[src/rtl/nib_alu_pkg.sv]
package nib_alu_pkg;
  // Bitwise function chosen by sel in logic mode
  typedef enum logic [1:0] {
    LOP_XOR  = 2'b00,
    LOP_OR   = 2'b01,
    LOP_AND  = 2'b10,
    LOP_NOTA = 2'b11
  } lop_e;
endpackage

[src/rtl/nib_opgen.sv]
module nib_opgen #(
  parameter int W = 4
) (
  input  logic [W-1:0] b_in,
  input  logic         s0,
  input  logic         s1,
  output logic [W-1:0] y_out
);
  for (genvar i = 0; i < W; i++) begin : g_bit
    assign y_out[i] = (b_in[i] & s0) | (~b_in[i] & s1);
  end
endmodule

[src/rtl/nib_fa.sv]
module nib_fa (
  input  logic x,
  input  logic y,
  input  logic ci,
  output logic s,
  output logic co
);
  assign s  = x ^ y ^ ci;
  assign co = (x & y) | (x & ci) | (y & ci);
endmodule

[src/rtl/nib_ripple.sv]
module nib_ripple #(
  parameter int W = 4
) (
  input  logic [W-1:0] x,
  input  logic [W-1:0] y,
  input  logic         ci,
  output logic [W-1:0] sum,
  output logic         co
);
  logic [W:0] cy;
  assign cy[0] = ci;

  for (genvar i = 0; i < W; i++) begin : g_stage
    nib_fa u_fa (
      .x  (x[i]),
      .y  (y[i]),
      .ci (cy[i]),
      .s  (sum[i]),
      .co (cy[i+1])
    );
  end

  assign co = cy[W];
endmodule

[src/rtl/nib_logic.sv]
module nib_logic
  import nib_alu_pkg::*;
#(
  parameter int W = 4
) (
  input  logic [W-1:0] a,
  input  logic [W-1:0] b,
  input  lop_e         op,
  output logic [W-1:0] f
);
  always_comb begin
    unique case (op)
      LOP_XOR:  f = a ^ b;
      LOP_OR:   f = a | b;
      LOP_AND:  f = a & b;
      default:  f = ~a;
    endcase
  end
endmodule

[src/rtl/nib_alu.sv]
module nib_alu
  import nib_alu_pkg::*;
#(
  parameter int W       = 4,
  parameter bit REG_OUT = 1'b1
) (
  input  logic         clk,
  input  logic         rst_n,
  input  logic [W-1:0] opnd_a,
  input  logic [W-1:0] opnd_b,
  input  logic         mode_logic,
  input  logic [1:0]   sel,
  input  logic         carry_in,
  output logic [W-1:0] result,
  output logic         carry_out
);
  logic [W-1:0] y_op;
  logic [W-1:0] arith_f;
  logic         arith_c;
  logic [W-1:0] logic_f;
  logic [W-1:0] res_d;
  logic         cout_d;

  nib_opgen #(.W(W)) u_opgen (
    .b_in  (opnd_b),
    .s0    (sel[0]),
    .s1    (sel[1]),
    .y_out (y_op)
  );

  nib_ripple #(.W(W)) u_ripple (
    .x   (opnd_a),
    .y   (y_op),
    .ci  (carry_in),
    .sum (arith_f),
    .co  (arith_c)
  );

  nib_logic #(.W(W)) u_logic (
    .a  (opnd_a),
    .b  (opnd_b),
    .op (lop_e'(sel)),
    .f  (logic_f)
  );

  // Next-state: final path selection
  always_comb begin
    if (mode_logic) begin
      res_d  = logic_f;
      cout_d = 1'b0;
    end else begin
      res_d  = arith_f;
      cout_d = arith_c;
    end
  end

  if (REG_OUT) begin : g_reg
    always_ff @(posedge clk or negedge rst_n) begin
      if (!rst_n) begin
        result    <= '0;
        carry_out <= 1'b0;
      end else begin
        result    <= res_d;
        carry_out <= cout_d;
      end
    end
  end else begin : g_comb
    assign result    = res_d;
    assign carry_out = cout_d;
  end
endmodule

[config.mk]
export PLATFORM = sky130hd
export DESIGN_NAME = nib_alu
export DESIGN_NICKNAME = d
export VERILOG_FILES = /design/src/rtl/nib_alu_pkg.sv /design/src/rtl/nib_opgen.sv /design/src/rtl/nib_fa.sv /design/src/rtl/nib_ripple.sv /design/src/rtl/nib_logic.sv /design/src/rtl/nib_alu.sv
export SDC_FILE = /design/constraint.sdc
export NUM_CORES = 1
export LEC_CHECK = 0
export BUFFER_PORTS_ARGS = -buffer_cell sky130_fd_sc_hd__buf_4
export CAP_MARGIN = 10
export CORE_MARGIN = 4
export CORE_UTILIZATION = 40
export DETAILED_ROUTE_END_ITERATION = 12
export GPL_TIMING_DRIVEN = 0
export PLACE_DENSITY = 0.71
export RECOVER_POWER = 25
export SYNTH_ARGS = -nofsm -noshare
export SYNTH_HDL_FRONTEND = slang
export SYNTH_SLANG_ARGS = --single-unit
[constraint.sdc]
create_clock -name clk -period 1.16 [get_ports clk]
set_clock_uncertainty 0.1 [all_clocks]
set_input_delay 0.232 -clock clk [delete_from_list [all_inputs] [get_ports clk]]
set_output_delay 0.232 -clock clk [all_outputs]
set_load 0.05 [all_outputs]
==> impl_metrics.py, run 1 <==
metrics = {
    "synth": {
        "synth_edf_count": 0,
        "ys.flop_type": "dfrtp_1",
        "synth_area_sq_um": 588.1,
        "synth.avg_cell_area_sq_um": 9.967,
        "synth_top_area_cell": "dfrtp_1",
        "synth.area.top_cells": "dfrtp_1 (21%), ha_1 (17%), fa_1 (14%)",
        "yosysUniqueCellTypes": 16,
        "ys_seq_elements": 5,
        "ys_warn_count": 0,
        "synth_top_area_share_pct": 21.28,
        "ys_async_sr_fraction_pct": 100.0,
        "syn_nets": 85,
        "ys_seq_area_share_pct": 21.28,
        "synth.most_common_cell": "inv_1",
        "synthTopCellsByCount": "inv_1 (14), ha_1 (8), dfrtp_1 (5)",
        "synthCells": 59,
    },
    "clock_tree": {
        "clock-root-buffer": "clkbuf_4",
        "clock_sinks": 5,
        "cts_buffers": 3,
        "cts_htree_levels": 1,
        "cts_tree": "done",
        "cts.path.max_buffers": 2,
        "clk_pin_slew_ns": 0.04,
    },
    "detailed_routing": {
        "ant_nets": 0,
        "wire_per_inst_um": 11.55,
        "dr_total_vias": 477,
        "firstDrtPassIters": 4,
        "drt_iter0_drc": 2,
        "drc_errors": 0,
        "routed_via_density": 4.867,
        "drt-total-wl_mm": 1.132,
    },
    "worst_setup_path": {
        "crit_path_end_kind": "flip-flop",
        "path_max_fanout": 3,
        "crit_path_frequent_cell": "fa_2",
        "cp.required_ns": 1.21,
        "worst-path-buf-inv": 3,
        "crit_family": "adder cells",
        "crit_chain": "buf_8 -> mux2i_4 -> fa_2 -> inv_2 -> fa_2 -> fa_2 -> fa_2 -> inv_2 -> o221ai_2",
        "cp.arrival_ns": 2.23,
        "start_kind": "input port",
        "crit_path_top_delay_cell": "fa_2",
        "critPathMaxStageDelay_ns": 0.54,
        "worstSetupPathType": "input port to flip-flop",
    },
    "timing": {
        "rsz0062_at_grt": "yes",
        "min_period_over_period_pct": 188.1,
        "max_freq_mhz": 458.2,
        "setup_tns_ns": -3.034,
        "holdWs_ns": 0.1256,
        "period_needed_ns": 2.182,
        "slew_headroom_pct": 83.34,
        "max_slew.worst_pin.slew_ns": 0.2498,
        "hold_viol": 0,
        "final.setup.worst_slack_ns": -1.022,
        "drv_slew": 0,
        "finalSetupViolCount": 5,
    },
    "finish": {
        "fin_nets": 110,
        "drive_gt1_share_pct": 45.78,
        "area.growth.synth_to_final_pct": 40.21,
        "diodes": 0,
        "fill_cells": 122,
    },
    "global_route": {
        "grt_pass1_vias": 525,
        "grt_pass1_wl_mm": 2.001,
        "overflow": 0,
        "grt_use_total_pct": 13.23,
        "antenna_found_initial": 0,
        "grt_start_max_net_pins": 8,
    },
    "die": {
        "dieArea_sq_um": 2147,
        "core_area_sq_um": 1350,
        "die_y_um": 46.34,
        "io_pins": 19,
        "start_util_pct": 43.56,
        "fp-row-count": 13,
        "die_w_um": 46.34,
    },
    "power": {
        "leakagePower_nw": 0.4360,
        "irDropWorstVdd_mv": 0.4413,
        "powerDensity_nw_per_um2": 958.6,
    },
    "placed_design": {
        "place.gp.congestion": 0.7055,
        "port-buffer-count": 17,
        "dp_hpwl_mm": 1.014,
    },
    "status": {
        "violations": "negative setup slack",
        "status": "complete, but fails checks",
    },
    "min_path": {
        "hold_class": "input port to flip-flop",
    },
    "job": {
        "maxCapViolCount": 0,
    },
}
path summary, 6_finish.rpt:
kind,startpoint,to,depth (start not counted)
max in group asynchronous,rst_n,carry_out$_DFF_PN0_,2
min in group asynchronous,rst_n,result[0]$_DFF_PN0_,2
setup / recovery,opnd_b[0],result[3]$_DFF_PN0_,9
hold / removal,mode_logic,carry_out$_DFF_PN0_,2
cells by family after synthesis:
| family | count (synthesis) | share of synthesized area (%) |
|---|---|---|
| buffers and inverters | 16 | 12.77 |
| flip-flops | 5 | 21.28 |
| multiplexers | 9 | 18.51 |
| adder cells (fa/ha/maj) | 12 | 30.64 |
| AND/OR/NAND/NOR | 9 | 6.809 |
| AO/OA/AOI/OAI | 8 | 10.00 |
sequential cells by signal (all words and copies together), names as in the netlist:
signal,cells
result,4
carry_out,1
stage by stage:
stage / util (%) / cell area, sq um / power (mW) / instances / setup slack, ns
global placement: 55.51 / 749.5 / 0.5699 / 91 / -1.308
detailed placement: 55.51 / 749.5 / 0.5861 / 91 / -1.397
finish: 61.08 / 824.5 / 0.7904 / 98 / -1.022
global route: 61.08 / 824.5 / 0.8523 / 98 / -1.081
floorplan: - / 603.1 / 0.4556 / 59 / -1.236
CTS: 61.26 / 827.0 / 0.8067 / 99 / -1.114
cell type report:
cell class	count	area, sq um	area share (%)
multi-input cells	38	417.9	50.68
repair buffers	21	163.9	19.88
flip-flops and latches	5	125.1	15.17
well taps	15	18.77	2.276
inverters	14	52.55	6.373
clock buffers	4	26.28	3.187
plain buffers	1	20.02	2.428
repair_timing:
action | 4_1_cts | 5_1_grt
gates resized for setup | 6 | 3
pin swaps | 1 | 1
hold endpoints to repair | 5 | 0
buffers inserted | 3 | 0
hold buffers | 1 | 0
setup endpoints to repair | 5 | 5
cell usage in the layout (no fill, tap or decap), types with 2 or more instances in the layout:
cell type / instances
a21oi_1: 4
buf_4: 18
clkbuf_1: 2
clkbuf_4: 3
dfrtp_1: 5
fa_2: 4
ha_1: 8
inv_1: 12
inv_2: 2
mux2_2: 3
mux2_4: 3
mux2i_1: 2
nand2_1: 4
nor2_1: 3
o221ai_1: 2
where the power goes:
part	switching, mW	internal [mW]
logic	0.220	0.173
registers	0.00700	0.201
clock network	0.0592	0.129
total	0.287	0.504
per-layer routing:
| metal | vias up | wire, um | GRT usage [%] |
|---|---|---|---|
| met5 | - | 0 | 0 |
| met4 | 0 | 0 | 5.682 |
| met3 | 0 | 72 | 1.563 |
| met2 | 14 | 630 | 26.65 |
| met1 | 226 | 430 | 12.97 |
| li1 | 237 | - | - |
No activity file was read; power rests on OpenSTA's default activity.
==> run 2, diff against run 1 <==
--- a/config.mk
+++ b/config.mk
@@ -13,6 +13,8 @@
 export GPL_TIMING_DRIVEN = 0
 export PLACE_DENSITY = 0.71
 export RECOVER_POWER = 25
+export SLEW_MARGIN = 30
 export SYNTH_ARGS = -nofsm -noshare
 export SYNTH_HDL_FRONTEND = slang
 export SYNTH_SLANG_ARGS = --single-unit
+export TNS_END_PERCENT = 1
==> impl_metrics.py, run 2 (same netlist as run 1, synthesis figures left out) <==
metrics = {
    "timing": {
        "setup_tns_ns": -2.956,
        "finalSetupViolCount": 5,
        "drv_slew": 0,
        "max_freq_mhz": 472.3,
        "hold_viol": 0,
        "final.setup.worst_slack_ns": -0.9572,
        "slew_headroom_pct": 83.17,
        "period_needed_ns": 2.117,
        "rsz0062_at_grt": "yes",
        "max_slew.worst_pin.slew_ns": 0.2524,
        "min_period_over_period_pct": 182.5,
    },
    "die": {
        "start_util_pct": 43.56,
        "die_w_um": 46.34,
        "io_pins": 19,
        "fp-row-count": 13,
        "core_area_sq_um": 1350,
        "dieArea_sq_um": 2147,
        "die_y_um": 46.34,
    },
    "clock_tree": {
        "cts_tree": "done",
        "clock_sinks": 5,
        "clock-root-buffer": "clkbuf_4",
        "cts_htree_levels": 1,
        "postCtsSetupBuffers": 0,
        "cts_buffers": 3,
        "clk_pin_slew_ns": 0.04,
        "cts.path.max_buffers": 2,
    },
    "finish": {
        "reg.largest.list": "result x4, carry_out x1",
        "mostFrequentLayoutCells": "buf_4 (15), inv_1 (12), ha_1 (8), dfrtp_1 (5)",
        "regMostFlops": "result",
        "fin_util_pct": 58.02,
        "final_common_cell": "buf_4",
        "area.growth.synth_to_final_pct": 33.19,
        "drive_gt1_share_pct": 41.25,
        "fin_area_sq_um": 783.3,
        "diodes": 0,
        "largest_reg_flops": 4,
        "fin_nets": 107,
    },
    "job": {
        "maxCapViolCount": 0,
    },
    "worst_setup_path": {
        "crit_path_frequent_cell": "fa_2",
        "cp.arrival_ns": 2.17,
        "critPathMaxStageDelay_ns": 0.48,
        "cp.required_ns": 1.21,
        "start_kind": "input port",
        "worstSetupPathType": "input port to flip-flop",
        "crit_path_end_kind": "flip-flop",
        "crit_chain": "buf_8 -> mux2i_4 -> fa_2 -> inv_2 -> fa_2 -> fa_2 -> fa_1 -> inv_1 -> o221ai_2",
        "crit_path_top_delay_cell": "fa_1",
        "path_max_fanout": 3,
        "startpoint": "opnd_b[0]",
    },
    "detailed_routing": {
        "firstDrtPassIters": 4,
        "drc_errors": 0,
        "drt-total-wl_mm": 1.032,
        "routed_via_density": 4.726,
        "drt_iter0_drc": 5,
        "ant_nets": 0,
        "wire_per_inst_um": 10.86,
        "dr_total_vias": 449,
    },
    "placed_design": {
        "dpl_cell_area_sq_um": 745.7,
        "dp_hpwl_um": 873.9,
        "place.gp.congestion": 0.7457,
        "port-buffer-count": 17,
    },
    "min_path": {
        "hold_class": "input port to flip-flop",
        "min-delay-start": "mode_logic",
        "hold_path_depth": 2,
        "hold_path_end": "carry_out$_DFF_PN0_",
    },
    "power": {
        "leakagePower_nw": 0.4140,
        "irDropWorstVdd_mv": 0.3913,
        "powerDensity_nw_per_um2": 986.2,
        "p_total_mw": 0.7724,
    },
    "status": {
        "violations": "negative setup slack",
        "status": "complete, but fails checks",
    },
    "global_route": {
        "grt_pass1_wl_mm": 1.745,
        "antenna_found_initial": 0,
        "grt_use_total_pct": 11.31,
        "overflow": 0,
        "grt_start_max_net_pins": 16,
        "grt_pass1_vias": 421,
    },
}
## run 2: cell types whose count changed in the layout (fill, tap and decap cells not counted)
| cell | change |
|---|---|
| nor2b_4 | -1 |
| nor2b_1 | +1 |
| buf_6 | +1 |
| fa_1 | +1 |
| fa_2 | -1 |
| buf_4 | -3 |
| buf_12 | -1 |
## run 2: what timing repair did
item / 4_1_cts / 5_1_grt
hold endpoints to repair: 5 / 0
pin swaps: 4 / 4
endpoints found under the setup margin: 5 / 5
gates cloned: 0 / 0
resized for setup: 5 / 0
hold buffers: 1 / 0
## run 2: area by class of cell
class / instances / area, sq um
plain buffers: 1 / 11.26
clock buffers: 4 / 26.28
fillers: 118 / 566.8
inverters: 14 / 52.55
multi-input cells: 38 / 407.9
flip-flops and latches: 5 / 125.1
well taps: 15 / 18.77
repair buffers: 18 / 141.4
## run 2: worst max-delay path: cells and delay by family
kind,cells,cell delay [ns]
mux,1,0.22
fa+ha+maj,4,1.40
compound gates,1,0.15
buf+inv,3,0.15
## run 2: per-layer routing
metal  vias to the layer above  part of all wire, %  global-route usage, %
li1                        232                    -                      -
met1                       199                   42                  14.15
met2                        16                   51                  19.23
met3                         2                  7.1                  1.172
met4                         0                 0.39                  5.114
met5                         -                    0                      0
## run 2: worst max-delay path by stage
| stage | endpoint | cells past startpoint | slack [ns] |
|---|---|---|---|
| 2_1_floorplan | result[3]$_DFF_PN0_ | 10 | -1.24 |
| 3_3_place_gp | result[3]$_DFF_PN0_ | 10 | -1.31 |
| 3_5_place_dp | result[3]$_DFF_PN0_ | 10 | -1.35 |
| 4_1_cts | result[3]$_DFF_PN0_ | 9 | -1.06 |
| 5_1_grt | result[3]$_DFF_PN0_ | 9 | -1.04 |
| 6_report | result[3]$_DFF_PN0_ | 9 | -0.96 |
## run 2: per-stage QoR
stage / hold slack [ns] / cells / setup WS, ns
floorplan: -0.1636 / 59 / -1.236
global placement: -0.06765 / 91 / -1.311
detailed placement: -0.06388 / 91 / -1.351
CTS: 0.1075 / 95 / -1.056
global route: 0.1276 / 95 / -1.042
finish: 0.1155 / 95 / -0.9572
## run 2: where the power goes
| part | switching [mW] | leakage, nW | internal, mW |
|---|---|---|---|
| Clock | 0.0635 | 0.0150 | 0.130 |
| Sequential | 0.00617 | 0.0605 | 0.201 |
| Combinational | 0.214 | 0.339 | 0.158 |
| Total | 0.284 | 0.414 | 0.488 |
==> run 3, diff against run 2 <==
--- a/config.mk
+++ b/config.mk
@@ -9,6 +9,7 @@
 export CAP_MARGIN = 10
 export CORE_MARGIN = 4
 export CORE_UTILIZATION = 40
+export CTS_BUF_LIST = sky130_fd_sc_hd__clkbuf_8
 export DETAILED_ROUTE_END_ITERATION = 12
 export GPL_TIMING_DRIVEN = 0
 export PLACE_DENSITY = 0.71
==> impl_metrics.py, run 3 (same netlist as run 1, synthesis figures left out) <==
metrics = {
    "global_route": {
        "grt_pass1_vias": 429,
        "grt_pass1_wl_mm": 1.794,
        "grt_start_max_net_pins": 11,
        "grt_use_total_pct": 11.79,
        "antenna_found_initial": 0,
        "overflow": 0,
    },
    "finish": {
        "regMostFlops": "result",
        "diodes": 0,
        "final_common_cell": "buf_4",
        "fill_cells": 118,
        "area.growth.synth_to_final_pct": 39.15,
        "stdcell_count": 96,
        "drive_gt1_share_pct": 40.74,
        "largest_reg_flops": 4,
        "fin_nets": 108,
        "reg.largest.list": "result x4, carry_out x1",
        "mostFrequentLayoutCells": "buf_4 (16), inv_1 (14), ha_1 (8), dfrtp_1 (5)",
    },
    "detailed_routing": {
        "dr_total_vias": 449,
        "wl_met1_um": 453,
        "drt_iter0_drc": 4,
        "route.met2.wl_um": 553,
        "drc_errors": 0,
        "wire_per_inst_um": 11.20,
        "ant_nets": 0,
        "routed_via_density": 4.677,
        "highest_layer": "met3",
        "firstDrtPassIters": 2,
        "drt-total-wl_mm": 1.075,
        "dr_wl_met3_um": 68,
    },
    "worst_setup_path": {
        "crit_path_end": "result[3]$_DFF_PN0_",
        "crit_path_end_kind": "flip-flop",
        "startpoint": "sel[1]",
        "cp.required_ns": 1.19,
        "start_kind": "input port",
        "worstSetupPathType": "input port to flip-flop",
        "cp.arrival_ns": 2.25,
        "path_max_fanout": 10,
    },
    "die": {
        "die_w_um": 46.34,
        "start_util_pct": 43.56,
        "fp-row-count": 13,
        "die_y_um": 46.34,
        "core_area_sq_um": 1350,
        "io_pins": 19,
        "dieArea_sq_um": 2147,
    },
    "status": {
        "status": "complete, but fails checks",
        "violations": "negative setup slack",
    },
    "timing": {
        "max_slew.worst_pin.slew_ns": 0.2543,
        "min_period_over_period_pct": 191.5,
        "finalSetupViolCount": 5,
        "drv_slew": 0,
        "slew_headroom_pct": 83.04,
        "final.setup.worst_slack_ns": -1.061,
        "hold_viol": 0,
        "period_needed_ns": 2.221,
        "rsz0062_at_grt": "yes",
        "max_freq_mhz": 450.3,
        "holdWs_ns": 0.1323,
    },
    "clock_tree": {
        "cts_htree_levels": 1,
        "cts_tree": "done",
        "cts.path.max_buffers": 2,
        "clock_sinks": 5,
        "cts_buffers": 3,
        "postCtsSetupBuffers": 0,
        "clk_pin_slew_ns": 0.03,
        "clock-root-buffer": "clkbuf_8",
    },
    "placed_design": {
        "placedCellCount": 91,
        "dp_hpwl_um": 873.9,
        "port-buffer-count": 17,
        "place.gp.congestion": 0.7457,
    },
    "power": {
        "p_total_mw": 0.8869,
        "leakagePower_nw": 0.4352,
        "irDropWorstVdd_mv": 0.4693,
        "powerDensity_nw_per_um2": 1084,
    },
    "min_path": {
        "hold_class": "input port to flip-flop",
    },
    "job": {
        "maxCapViolCount": 0,
    },
}
## run 3: changes by cell type in the layout (fill, tap and decap cells not counted), sizes merged
cell    change
buf         +1
inv         +1
clkbuf      -1
## run 3: metal layers
metal	up-vias	global-route usage (%)
met1	202	15.33
li1	233	-
met2	14	19.51
met4	0	3.409
met3	0	2.344
met5	-	0
## run 3: area by class of cell
cell class / count / area, sq um / area share (%)
repair buffers: 18 / 133.9 / 16.36
clock inverters: 1 / 3.754 / 0.4587
flip-flops and latches: 5 / 125.1 / 15.29
multi-input cells: 38 / 407.9 / 49.85
inverters: 14 / 52.55 / 6.422
well taps: 15 / 18.77 / 2.294
plain buffers: 2 / 35.03 / 4.281
clock buffers: 3 / 41.29 / 5.046
## run 3: power by group
part / leakage, nW / total [mW] / internal (mW) / switching (mW)
combinational: 0.348 / 0.376 / 0.162 / 0.215
clock: 0.0269 / 0.303 / 0.226 / 0.0768
sequential: 0.0605 / 0.208 / 0.201 / 0.00619
total: 0.435 / 0.887 / 0.589 / 0.298
## run 3: how the worst min path moves through the flow
stage / from / to / slack [ns] / depth (start not counted)
2_1_floorplan: rst_n / carry_out$_DFF_PN0_ / -0.16 / 0
4_1_cts: mode_logic / carry_out$_DFF_PN0_ / 0.13 / 2
5_1_grt: mode_logic / carry_out$_DFF_PN0_ / 0.15 / 2
3_3_place_gp: rst_n / result[1]$_DFF_PN0_ / -0.07 / 1
6_report: mode_logic / carry_out$_DFF_PN0_ / 0.13 / 2
3_5_place_dp: rst_n / result[0]$_DFF_PN0_ / -0.06 / 1
## run 3: critical path: stages
cell and delay [ns]:
buf_12 0.12, buf_8 0.13, mux2i_4 0.15, fa_2 0.22
inv_2 0.03, fa_2 0.34, fa_2 0.36, fa_1 0.48
inv_1 0.04, o221ai_2 0.14
## run 3: metrics by stage
stage	util [%]	area, sq um	TNS (ns)	worst slack, ns
final	60.61	818.3	-3.394	-1.061
after global routing	60.61	818.3	-3.788	-1.163
after CTS	60.89	822.0	-3.444	-1.080
after detailed placement	55.24	745.7	-4.809	-1.351
after global placement	55.24	745.7	-4.626	-1.311
after floorplan	-	599.3	-4.221	-1.236
## run 3: timing repair
| item | in CTS | in global routing |
|---|---|---|
| setup endpoints to repair | 5 | 5 |
| hold buffers | 1 | 0 |
| resized for setup | 5 | 0 |
| cloned | 0 | 0 |
| hold endpoints to repair | 5 | 0 |
